--- src/rtl/mcyc_ctrl_pkg.sv ---
package mcyc_ctrl_pkg;

    localparam int OP_W  = 6;
    localparam int FN_W  = 6;
    localparam int PH_W  = 4;
    localparam int SEL_W = 2;

    typedef enum logic [PH_W-1:0] {
        PH_FETCH    = 4'd0,
        PH_DECODE   = 4'd1,
        PH_ADDR     = 4'd2,
        PH_LDRD     = 4'd3,
        PH_LDWB     = 4'd4,
        PH_XFER     = 4'd5,
        PH_STWR     = 4'd6,
        PH_EXEC     = 4'd7,
        PH_ALUWB    = 4'd8,
        PH_TRAP_OVF = 4'd9,
        PH_TRAP_ILL = 4'd10
    } phase_e;

    typedef enum logic [1:0] {IC_ILL, IC_ALU, IC_MEM, IC_XFER} iclass_e;

    typedef enum logic [2:0] {
        XF_NONE, XF_JUMP, XF_LINK, XF_REG, XF_SYS, XF_EQ, XF_NE, XF_NEG
    } xfer_e;

    // opcode values decoded by the sequencer
    localparam logic [OP_W-1:0] OPC_RFORM = 6'd0;
    localparam logic [OP_W-1:0] OPC_BLTZ  = 6'd1;
    localparam logic [OP_W-1:0] OPC_J     = 6'd2;
    localparam logic [OP_W-1:0] OPC_JAL   = 6'd3;
    localparam logic [OP_W-1:0] OPC_BEQ   = 6'd4;
    localparam logic [OP_W-1:0] OPC_BNE   = 6'd5;
    localparam logic [OP_W-1:0] OPC_ADDI  = 6'd8;
    localparam logic [OP_W-1:0] OPC_SLTI  = 6'd10;
    localparam logic [OP_W-1:0] OPC_ANDI  = 6'd12;
    localparam logic [OP_W-1:0] OPC_ORI   = 6'd13;
    localparam logic [OP_W-1:0] OPC_XORI  = 6'd14;
    localparam logic [OP_W-1:0] OPC_LUI   = 6'd15;
    localparam logic [OP_W-1:0] OPC_LW    = 6'd35;
    localparam logic [OP_W-1:0] OPC_SW    = 6'd43;

    // function values under the register form
    localparam logic [FN_W-1:0] FN_JR  = 6'd8;
    localparam logic [FN_W-1:0] FN_SYS = 6'd12;
    localparam logic [FN_W-1:0] FN_ADD = 6'd32;
    localparam logic [FN_W-1:0] FN_SUB = 6'd34;
    localparam logic [FN_W-1:0] FN_AND = 6'd36;
    localparam logic [FN_W-1:0] FN_OR  = 6'd37;
    localparam logic [FN_W-1:0] FN_XOR = 6'd38;
    localparam logic [FN_W-1:0] FN_NOR = 6'd39;
    localparam logic [FN_W-1:0] FN_SLT = 6'd42;

    // select codes towards the datapath
    localparam logic [SEL_W-1:0] PCS_JUMP = 2'd0;
    localparam logic [SEL_W-1:0] PCS_REG  = 2'd1;
    localparam logic [SEL_W-1:0] PCS_BR   = 2'd2;
    localparam logic [SEL_W-1:0] PCS_INC  = 2'd3;

    localparam logic [SEL_W-1:0] YS_FOUR  = 2'd0;
    localparam logic [SEL_W-1:0] YS_REG   = 2'd1;
    localparam logic [SEL_W-1:0] YS_IMM   = 2'd2;
    localparam logic [SEL_W-1:0] YS_OFFS  = 2'd3;

    localparam logic [SEL_W-1:0] DST_RT   = 2'd0;
    localparam logic [SEL_W-1:0] DST_RD   = 2'd1;
    localparam logic [SEL_W-1:0] DST_LINK = 2'd2;

    localparam logic [SEL_W-1:0] FC_UPPER = 2'd0;
    localparam logic [SEL_W-1:0] FC_SLT   = 2'd1;
    localparam logic [SEL_W-1:0] FC_ARITH = 2'd2;
    localparam logic [SEL_W-1:0] FC_LOGIC = 2'd3;

    localparam logic [SEL_W-1:0] LF_AND = 2'd0;
    localparam logic [SEL_W-1:0] LF_OR  = 2'd1;
    localparam logic [SEL_W-1:0] LF_XOR = 2'd2;
    localparam logic [SEL_W-1:0] LF_NOR = 2'd3;

    typedef struct packed {
        iclass_e          cls;
        logic             rform;
        logic             is_load;
        logic             can_ovf;
        logic [SEL_W-1:0] fclass;
        logic [SEL_W-1:0] lfn;
        logic             sub;
        xfer_e            xfer;
    } dec_t;

    typedef struct packed {
        logic             pc_we;
        logic [SEL_W-1:0] pc_src;
        logic             vec_sel;
        logic             mem_dside;
        logic             mem_rd;
        logic             mem_wr;
        logic             ir_we;
        logic             rf_we;
        logic [SEL_W-1:0] rf_dst;
        logic             rf_din;
        logic             alu_x;
        logic [SEL_W-1:0] alu_y;
        logic             alu_sub;
        logic [SEL_W-1:0] alu_class;
        logic [SEL_W-1:0] alu_logic;
        logic             cause_we;
        logic             cause;
        logic             epc_we;
    } ctl_t;

    function automatic ctl_t ctl_quiet();
        ctl_t c;
        c = '0;
        return c;
    endfunction

    // ALU set-up shared by the address-computing phases
    function automatic ctl_t ctl_alu(input logic x, input logic [SEL_W-1:0] y,
                                     input logic sub);
        ctl_t c;
        c           = '0;
        c.alu_x     = x;
        c.alu_y     = y;
        c.alu_sub   = sub;
        c.alu_class = FC_ARITH;
        return c;
    endfunction

endpackage

--- src/rtl/mcyc_decode.sv ---
module mcyc_decode
    import mcyc_ctrl_pkg::*;
(
    input  logic [OP_W-1:0] op_i,
    input  logic [FN_W-1:0] fn_i,
    output dec_t            dec_o
);

    dec_t d;

    always_comb begin
        d         = '0;
        d.cls     = IC_ILL;
        d.xfer    = XF_NONE;
        d.fclass  = FC_ARITH;
        d.lfn     = LF_AND;
        case (op_i)
            OPC_RFORM: begin
                d.rform = 1'b1;
                case (fn_i)
                    FN_ADD: begin d.cls = IC_ALU; d.can_ovf = 1'b1; end
                    FN_SUB: begin d.cls = IC_ALU; d.can_ovf = 1'b1; d.sub = 1'b1; end
                    FN_SLT: begin d.cls = IC_ALU; d.fclass = FC_SLT; d.sub = 1'b1; end
                    FN_AND: begin d.cls = IC_ALU; d.fclass = FC_LOGIC; d.lfn = LF_AND; end
                    FN_OR:  begin d.cls = IC_ALU; d.fclass = FC_LOGIC; d.lfn = LF_OR;  end
                    FN_XOR: begin d.cls = IC_ALU; d.fclass = FC_LOGIC; d.lfn = LF_XOR; end
                    FN_NOR: begin d.cls = IC_ALU; d.fclass = FC_LOGIC; d.lfn = LF_NOR; end
                    FN_JR:  begin d.cls = IC_XFER; d.xfer = XF_REG; end
                    FN_SYS: begin d.cls = IC_XFER; d.xfer = XF_SYS; end
                    default: d.cls = IC_ILL;
                endcase
            end
            OPC_LUI:  begin d.cls = IC_ALU; d.fclass = FC_UPPER; end
            OPC_ADDI: begin d.cls = IC_ALU; d.can_ovf = 1'b1; end
            OPC_SLTI: begin d.cls = IC_ALU; d.fclass = FC_SLT; d.sub = 1'b1; end
            OPC_ANDI: begin d.cls = IC_ALU; d.fclass = FC_LOGIC; d.lfn = LF_AND; end
            OPC_ORI:  begin d.cls = IC_ALU; d.fclass = FC_LOGIC; d.lfn = LF_OR;  end
            OPC_XORI: begin d.cls = IC_ALU; d.fclass = FC_LOGIC; d.lfn = LF_XOR; end
            OPC_LW:   begin d.cls = IC_MEM; d.is_load = 1'b1; end
            OPC_SW:   d.cls = IC_MEM;
            OPC_J:    begin d.cls = IC_XFER; d.xfer = XF_JUMP; end
            OPC_JAL:  begin d.cls = IC_XFER; d.xfer = XF_LINK; end
            OPC_BEQ:  begin d.cls = IC_XFER; d.xfer = XF_EQ;   end
            OPC_BNE:  begin d.cls = IC_XFER; d.xfer = XF_NE;   end
            OPC_BLTZ: begin d.cls = IC_XFER; d.xfer = XF_NEG;  end
            default:  d.cls = IC_ILL;
        endcase
    end

    assign dec_o = d;

endmodule

--- src/rtl/mcyc_seq.sv ---
module mcyc_seq
    import mcyc_ctrl_pkg::*;
(
    input  logic    clk,
    input  logic    rst,
    input  iclass_e cls_i,
    input  logic    is_load_i,
    input  logic    can_ovf_i,
    input  logic    alu_ovf_i,
    output phase_e  phase_o
);

    phase_e ph_q;
    phase_e ph_d;

    always_comb begin
        ph_d = PH_FETCH;
        case (ph_q)
            PH_FETCH:  ph_d = PH_DECODE;
            PH_DECODE: begin
                case (cls_i)
                    IC_ALU:  ph_d = PH_EXEC;
                    IC_MEM:  ph_d = PH_ADDR;
                    IC_XFER: ph_d = PH_XFER;
                    default: ph_d = PH_TRAP_ILL;
                endcase
            end
            PH_ADDR:   ph_d = is_load_i ? PH_LDRD : PH_STWR;
            PH_LDRD:   ph_d = PH_LDWB;
            PH_EXEC:   ph_d = (can_ovf_i && alu_ovf_i) ? PH_TRAP_OVF : PH_ALUWB;
            default:   ph_d = PH_FETCH;
        endcase
    end

    always_ff @(posedge clk) begin
        if (rst) ph_q <= PH_FETCH;
        else     ph_q <= ph_d;
    end

    assign phase_o = ph_q;

endmodule

--- src/rtl/mcyc_drive.sv ---
module mcyc_drive
    import mcyc_ctrl_pkg::*;
(
    input  phase_e           phase_i,
    input  logic             rform_i,
    input  logic [SEL_W-1:0] fclass_i,
    input  logic [SEL_W-1:0] lfn_i,
    input  logic             sub_i,
    input  xfer_e            xfer_i,
    input  logic             alu_zero_i,
    input  logic             alu_msb_i,
    output ctl_t             ctl_o
);

    ctl_t c;

    always_comb begin
        c = ctl_quiet();
        case (phase_i)
            PH_FETCH: begin
                c        = ctl_alu(1'b0, YS_FOUR, 1'b0);
                c.mem_rd = 1'b1;
                c.ir_we  = 1'b1;
                c.pc_we  = 1'b1;
                c.pc_src = PCS_INC;
            end
            PH_DECODE: c = ctl_alu(1'b0, YS_OFFS, 1'b0);
            PH_ADDR:   c = ctl_alu(1'b1, YS_IMM, 1'b0);
            PH_LDRD: begin
                c.mem_dside = 1'b1;
                c.mem_rd    = 1'b1;
            end
            PH_LDWB: begin
                c.rf_we  = 1'b1;
                c.rf_dst = DST_RT;
                c.rf_din = 1'b0;
            end
            PH_STWR: begin
                c.mem_dside = 1'b1;
                c.mem_wr    = 1'b1;
            end
            PH_EXEC: begin
                c.alu_x     = 1'b1;
                c.alu_y     = rform_i ? YS_REG : YS_IMM;
                c.alu_sub   = sub_i;
                c.alu_class = fclass_i;
                c.alu_logic = lfn_i;
            end
            PH_ALUWB: begin
                c.rf_we  = 1'b1;
                c.rf_din = 1'b1;
                c.rf_dst = rform_i ? DST_RD : DST_RT;
            end
            PH_XFER: begin
                c = ctl_alu(1'b1, YS_REG, 1'b1);
                case (xfer_i)
                    XF_JUMP: begin c.pc_src = PCS_JUMP; c.pc_we = 1'b1; end
                    XF_LINK: begin
                        c.pc_src = PCS_JUMP;
                        c.pc_we  = 1'b1;
                        c.rf_we  = 1'b1;
                        c.rf_dst = DST_LINK;
                        c.rf_din = 1'b1;
                    end
                    XF_SYS: begin c.vec_sel = 1'b1; c.pc_src = PCS_JUMP; c.pc_we = 1'b1; end
                    XF_REG: begin c.pc_src = PCS_REG; c.pc_we = 1'b1; end
                    XF_EQ:  begin c.pc_src = PCS_BR; c.pc_we = alu_zero_i;  end
                    XF_NE:  begin c.pc_src = PCS_BR; c.pc_we = ~alu_zero_i; end
                    XF_NEG: begin c.pc_src = PCS_BR; c.pc_we = alu_msb_i;   end
                    default: c.pc_we = 1'b0;
                endcase
            end
            PH_TRAP_OVF, PH_TRAP_ILL: begin
                c          = ctl_alu(1'b0, YS_FOUR, 1'b1);
                c.cause_we = 1'b1;
                c.cause    = (phase_i == PH_TRAP_OVF);
                c.epc_we   = 1'b1;
                c.vec_sel  = 1'b1;
                c.pc_src   = PCS_JUMP;
                c.pc_we    = 1'b1;
            end
            default: c = ctl_quiet();
        endcase
    end

    assign ctl_o = c;

endmodule

--- src/rtl/mcyc_ctrl.sv ---
module mcyc_ctrl
    import mcyc_ctrl_pkg::*;
(
    input  logic             clk,
    input  logic             rst,
    input  logic [OP_W-1:0]  op_i,
    input  logic [FN_W-1:0]  fn_i,
    input  logic             alu_zero_i,
    input  logic             alu_ovf_i,
    input  logic             alu_msb_i,
    output logic [PH_W-1:0]  phase_o,
    output logic             pc_we_o,
    output logic [SEL_W-1:0] pc_src_o,
    output logic             vec_sel_o,
    output logic             mem_dside_o,
    output logic             mem_rd_o,
    output logic             mem_wr_o,
    output logic             ir_we_o,
    output logic             rf_we_o,
    output logic [SEL_W-1:0] rf_dst_o,
    output logic             rf_din_o,
    output logic             alu_x_o,
    output logic [SEL_W-1:0] alu_y_o,
    output logic             alu_sub_o,
    output logic [SEL_W-1:0] alu_class_o,
    output logic [SEL_W-1:0] alu_logic_o,
    output logic             cause_we_o,
    output logic             cause_o,
    output logic             epc_we_o
);

    dec_t   dec;
    phase_e phase;
    ctl_t   ctl;

    mcyc_decode u_decode (
        .op_i  (op_i),
        .fn_i  (fn_i),
        .dec_o (dec)
    );

    mcyc_seq u_seq (
        .clk       (clk),
        .rst       (rst),
        .cls_i     (dec.cls),
        .is_load_i (dec.is_load),
        .can_ovf_i (dec.can_ovf),
        .alu_ovf_i (alu_ovf_i),
        .phase_o   (phase)
    );

    mcyc_drive u_drive (
        .phase_i    (phase),
        .rform_i    (dec.rform),
        .fclass_i   (dec.fclass),
        .lfn_i      (dec.lfn),
        .sub_i      (dec.sub),
        .xfer_i     (dec.xfer),
        .alu_zero_i (alu_zero_i),
        .alu_msb_i  (alu_msb_i),
        .ctl_o      (ctl)
    );

    assign phase_o     = phase;
    assign pc_we_o     = ctl.pc_we;
    assign pc_src_o    = ctl.pc_src;
    assign vec_sel_o   = ctl.vec_sel;
    assign mem_dside_o = ctl.mem_dside;
    assign mem_rd_o    = ctl.mem_rd;
    assign mem_wr_o    = ctl.mem_wr;
    assign ir_we_o     = ctl.ir_we;
    assign rf_we_o     = ctl.rf_we;
    assign rf_dst_o    = ctl.rf_dst;
    assign rf_din_o    = ctl.rf_din;
    assign alu_x_o     = ctl.alu_x;
    assign alu_y_o     = ctl.alu_y;
    assign alu_sub_o   = ctl.alu_sub;
    assign alu_class_o = ctl.alu_class;
    assign alu_logic_o = ctl.alu_logic;
    assign cause_we_o  = ctl.cause_we;
    assign cause_o     = ctl.cause;
    assign epc_we_o    = ctl.epc_we;

endmodule

--- config.mk ---
export PLATFORM = sky130hd
export DESIGN_NAME = mcyc_ctrl
export DESIGN_NICKNAME = d
export VERILOG_FILES = /design/src/rtl/mcyc_ctrl_pkg.sv /design/src/rtl/mcyc_decode.sv /design/src/rtl/mcyc_seq.sv /design/src/rtl/mcyc_drive.sv /design/src/rtl/mcyc_ctrl.sv
export SDC_FILE = /design/constraint.sdc
export NUM_CORES = 1
export LEC_CHECK = 0
export ABC_AREA = 1
export BUFFER_PORTS_ARGS = -buffer_cell sky130_fd_sc_hd__buf_4
export CORE_ASPECT_RATIO = 0.7
export CORE_MARGIN = 2
export CORE_UTILIZATION = 25
export CTS_BUF_LIST = sky130_fd_sc_hd__clkbuf_4
export CTS_CLUSTER_DIAMETER = 200
export DETAILED_ROUTE_END_ITERATION = 10
export PLACE_DENSITY = 0.58
export SETUP_SLACK_MARGIN = 0.3
export SYNTH_ARGS = -nofsm -noshare
export SYNTH_HDL_FRONTEND = slang
export SYNTH_SLANG_ARGS = --single-unit
--- constraint.sdc ---
create_clock -name clk -period 2.6 [get_ports clk]
set_input_delay 0.39 -clock clk [delete_from_list [all_inputs] [get_ports clk]]
set_output_delay 0.39 -clock clk [all_outputs]
set_load 0.01 [all_outputs]
Yosys cells after proc, flatten, opt, wreduce, memory -nomap -nowiden
Index checks and enable logic that the tools add are counted.

cells by class
  eq/ne operators = 42
  muxes and demuxes = 32
  bitwise gates (word level) = 1
  reductions and logical operators = 17

operators by type and width
  cell                                                 number
  equality test 6 bit, second input constant           9
  equality test 6 x 4 -> 1 bit, second input constant  8
  one-hot mux 8 bit (6 select lines)                   1
  one-hot mux 4 bit (3 select lines)                   3
  one-hot mux 4 bit (5 select lines)                   1
  one-hot mux 3 bit (6 select lines)                   1
  equality test 4 x 3 -> 1 bit, second input constant  4
  one-hot mux 2 bit (4 select lines)                   2
  OR reduction 2 bit                                   7
  equality test 3 bit, second input constant           4
  equality test 4 bit, second input constant           3
  equality test 6 x 2 -> 1 bit, second input constant  2
  equality test 6 x 3 -> 1 bit, second input constant  2
  one-hot mux 2 bit (2 select lines)                   3
  one-hot mux 2 bit (3 select lines)                   2
  two-way mux 1 bit                                    11
  equality test 4 x 2 -> 1 bit, second input constant  2
  OR reduction 4 bit                                   2
  OR reduction 7 bit                                   1
  equality test 3 x 2 -> 1 bit, second input constant  2
  equality test 6 x 1 -> 1 bit, second input constant  1
  zero test 6 bit                                      1
  two-way mux 3 bit                                    2
  one-hot mux 3 bit (2 select lines)                   1
  14 further kinds                                     17

word-level totals
  register bits = 4
  input bits = 17
  logic and storage cells = 93

Logic depth before layout (Yosys ltp)
  word-level depth = 7
  depth in mapped cells = 10
  gate-level depth less buffers = 10

Modules after synthesis
Synthesis repeated with hierarchy kept, for this count alone.

second synthesis, totals
  cell total of the unflattened synthesis = 181
  area, all modules = 905.9 um^2

modules (own cells, without submodules)
  module       times used  cells an instance  area an instance (um^2)  sequential area each (um^2)
  mcyc_decode  1           73                 356.6                    0.0
  mcyc_drive   1           74                 320.3                    0.0
  mcyc_seq     1           34                 229.0                    80.1

Worst setup path before layout
Ideal clock, no wire load.

  path type = reg2out
  from = register u_seq.ph_q[0] (netlist: u_seq.phase_o[0])
  to = output rf_we_o
  arrival = 1.300 ns
  data required time = 2.210 ns
  slack = 0.910 ns
  stages on the path, launching flop included = 6
  path through = dfxtp_1 -> nand2_1 -> nor2_1 -> inv_1 -> o21ai_1 -> o21bai_1

on the way
  longest elaborated chain between the ends = 2

ends and longest elaborated chain
  what                                                                        RTL line          RTL
  start: declaration                                                          mcyc_seq.sv:13    phase_e ph_q;
  start signal: assignment                                                    mcyc_seq.sv:37    else ph_q <= ph_d;
  equality test 4 x 3 -> 1 bit / equality test 4 bit (equally long branches)  mcyc_drive.sv:19  case (phase_i)
  one-hot mux 4 bit (3 select lines) *                                        mcyc_drive.sv:19
  end: declaration                                                            mcyc_ctrl.sv:19   output logic rf_we_o,

Mark *: on every way between the ends. The rest lies on a longest branch, timed or not.

Final worst setup path
  from = register u_seq.ph_q[3] (netlist: u_seq.phase_o[3])
  to = output rf_we_o

Same word-level chain as after synthesis.

==> out/qor.csv <==
metric,value,unit
outcome,completed,
metal1 wirelength,1450,um
final WL,2830,um
path depth of the worst reg2reg path,7,
met3 routed wirelength,214,um
cells resized by post-CTS repair,0,
Std-Cell Rows,18,
main combinational cell family by area after synthesis,simple AND/OR/NAND/NOR gates,
worst reg2reg setup slack,1.27,ns
instance count on the critical path,7,
worst-case clock skew,0.00428,ns
Max VDD drop,0.320,mV
total via count after detailed routing,1278,
Tot GR Track Use,0.144,
number of flip-flops under the largest register name,4,
fill cell count,410,
critical path buffer and inverter count,3,
peak fanout along the critical path,6,
setup repair after global routing missed its margin,false,
htree depth,1,
Antenna Nets Post-Route,0,
overall overflow remaining after global route,0,
synthesized area divided by synthesized cell count,4.90,um^2
start point of the critical path,u_seq.phase_o[3]$_SDFF_PP0_,
Gate Count Post-Synth,182,
TritonCTS clock tree,yes,
critical path class,reg2out,
DRC violation total after the first TritonRoute iteration,54,
Routed met2 length,1150,um
post-synthesis sequential area ratio,0.0898,
Area Overhead vs Synth,44.9,%
worst flop-to-flop path startpoint,u_seq.phase_o[3]$_SDFF_PP0_,
number of buffers added by the clock tree synthesis step,3,
"area leader, netlist",nand2_1,
largest net degree at the start of global routing,11,
"most common cell after layout, fill and taps aside",nand2_1,
upper clock frequency limit,485,MHz
deepest clock path buffer count,2,
crit share post-route,0.793,
Pins Over Slew Limit,0,
I/O Buffers,43,
Clk Tree Root Cell,clkbuf_4,
transition time of the tightest slew-check pin,0.354,ns
endpoint class of the critical path,primary output,
initial antenna violation count,0,
complex-gate fraction of the synthesized area,0.146,
routed length per placed instance,10.2,um
most area-consuming cells after synthesis,"nand2_1 19%, nor2_1 15%, inv_1 12%",
portion of netlist area occupied by mux cells,0,
post-layout minimum cycle time,2.06,ns
"top library cells by usage in the layout, fill and taps aside","46 x nand2_1, 43 x buf_4, 35 x nor2_1",
"delay-heaviest family, CP",simple AND/OR/NAND/NOR gates,
required time of the critical path,2.21,ns
number of global-route vias before repair,1100,
drt pass-1 iters,4,
final weighted congestion in routability-driven placement,0.859,
final core utilization,0.373,
global-route wire length before repair,4600,um
simple logic cell fraction of the synthesized area,0.619,
pwr/cell area,675,nW/um^2
"Reg clk slew, reported paths",0.04,ns
detailed-placement wirelength estimate,2460,um
"Net count, final",246,
max-capacitance violation count,0,
"Net Count, Synth",199,
distinct cell type count of the synthesized netlist,24,
area fraction of the dominant cell type after synthesis,0.194,
cell at the slowest stage of the critical path,dfxtp_1,
sequence of cells on the critical path,inv_1 > nand2_1 > nor2_1 > inv_1 > o21ai_1 > o21bai_1 > buf_4,
total of endpoints with negative setup slack in the final report,0,
# diodes,0,
Reg2Reg Capture Point,u_seq.phase_o[0]$_SDFF_PP0_,
Vias/cell,4.61,
Initial Util,0.257,
number of design rule violations left after detail routing,0,
Leakage Power,0.000677,uW
clock latency on the worst-skew pair,0.24,ns
post-CTS setup buffer count,0,
worst max-slew margin expressed relative to the limit,0.764,
number of clock sinks,4,
Die H,54.0,um
CP arrival,1.67,ns
Critical Path Source Type,flip-flop,
die area,4070,um^2
adder-cell area share of the yosys netlist,0,
ratio of cells with drive above 1 in the final layout,0.273,
Post-Syn Area,892,um^2
Crit path top cell by count,inv_1,
number of flip-flops and latches in the synthesized netlist,4,
xor and xnor area share after synthesis,0,
path class of the lowest-slack min-delay path,in2reg,
uppermost layer routed,met4,
count of hold buffers inserted by post-cts repair,0,
placeable core region,3470,um^2
overall die width,75.4,um
Hold Fails Final Rpt,0,
number of top-level pins,44,
Post-Route Setup TNS,0,ns
Yosys warning total,0,
delay of the slowest critical-path stage,0.32,ns
end point of the critical path,rf_we_o,
## report_power, final
part / leakage [uW] / total, uW / internal, uW / switching (uW)
clock network: 0.0000138 / 77.3 / 51.6 / 25.6
logic: 0.000631 / 687 / 312 / 375
registers: 0.0000329 / 107 / 85.0 / 22.4
total: 0.000677 / 872 / 449 / 423
## worst reg2reg max path, cell delays in order (launching register included)
cell	delay (ns)
dfxtp_1	0.36
inv_1	0.08
nand2_1	0.18
nor2_1	0.09
inv_1	0.21
nor2_1	0.08
a21oi_1	0.15
a21oi_1	0.07
## cell usage after synthesis
cell and count:
o22ai_1 1, buf_4 1, inv_2 2, nand4_1 2, nor2_2 6, a21oi_1 12, nor2_1 35, o21bai_1 1
o21a_1 1, o21ai_1 1, nor3_1 3, nand3_2 1, nand3b_1 1, dfxtp_1 4, nand2_2 3, nand3_1 21
nand3_4 1, inv_4 1, nand2_1 46, nor3b_2 1, inv_1 29, o21ai_0 7, o221ai_1 1, nor2_4 1
## cells by family (layout without fill, tap and decap cells)
logic type	Yosys count	in the layout
buffers and inverters	33	78
flip-flops	4	4
AO/OA/AOI/OAI	24	24
AND/OR/NAND/NOR	121	121
## layout make-up
| class | instances | area (um^2) | area share |
|---|---|---|---|
| Sequential cell | 4 | 80.1 | 0.0620 |
| Multi-Input combinational cell | 145 | 682 | 0.528 |
| Timing Repair Buffer | 43 | 323 | 0.250 |
| Tap cell | 50 | 62.6 | 0.0484 |
| Inverter | 32 | 123 | 0.0949 |
| Clock buffer | 3 | 22.5 | 0.0174 |
## per-stage QoR
stage	setup slack (ns)	instance area, um^2	hold slack (ns)	instances	total power, uW
after floorplan	0.910	892	0.459	182	468
final	0.539	1290	0.340	277	872
after CTS	0.518	1290	0.330	277	881
after global routing	0.325	1290	0.335	277	975
after global placement	0.680	1270	0.588	274	805
after detailed placement	0.646	1270	0.584	274	800
## metal layers
metal / track usage / vias up
met1: 0.217 / 559
met3: 0.0356 / 2
li1: - / 671
met5: 0 / -
met4: 0.00585 / 0
met2: 0.214 / 46
## how the worst min path moves through the flow
stage,from,to,cells past startpoint
floorplan,rst,u_seq.phase_o[0]$_SDFF_PP0_,1
global placement,rst,u_seq.phase_o[0]$_SDFF_PP0_,2
detailed placement,rst,u_seq.phase_o[0]$_SDFF_PP0_,2
CTS,rst,u_seq.phase_o[0]$_SDFF_PP0_,2
global route,rst,u_seq.phase_o[0]$_SDFF_PP0_,2
finish,rst,u_seq.phase_o[0]$_SDFF_PP0_,2
No activity file was read; power rests on OpenSTA's default activity.
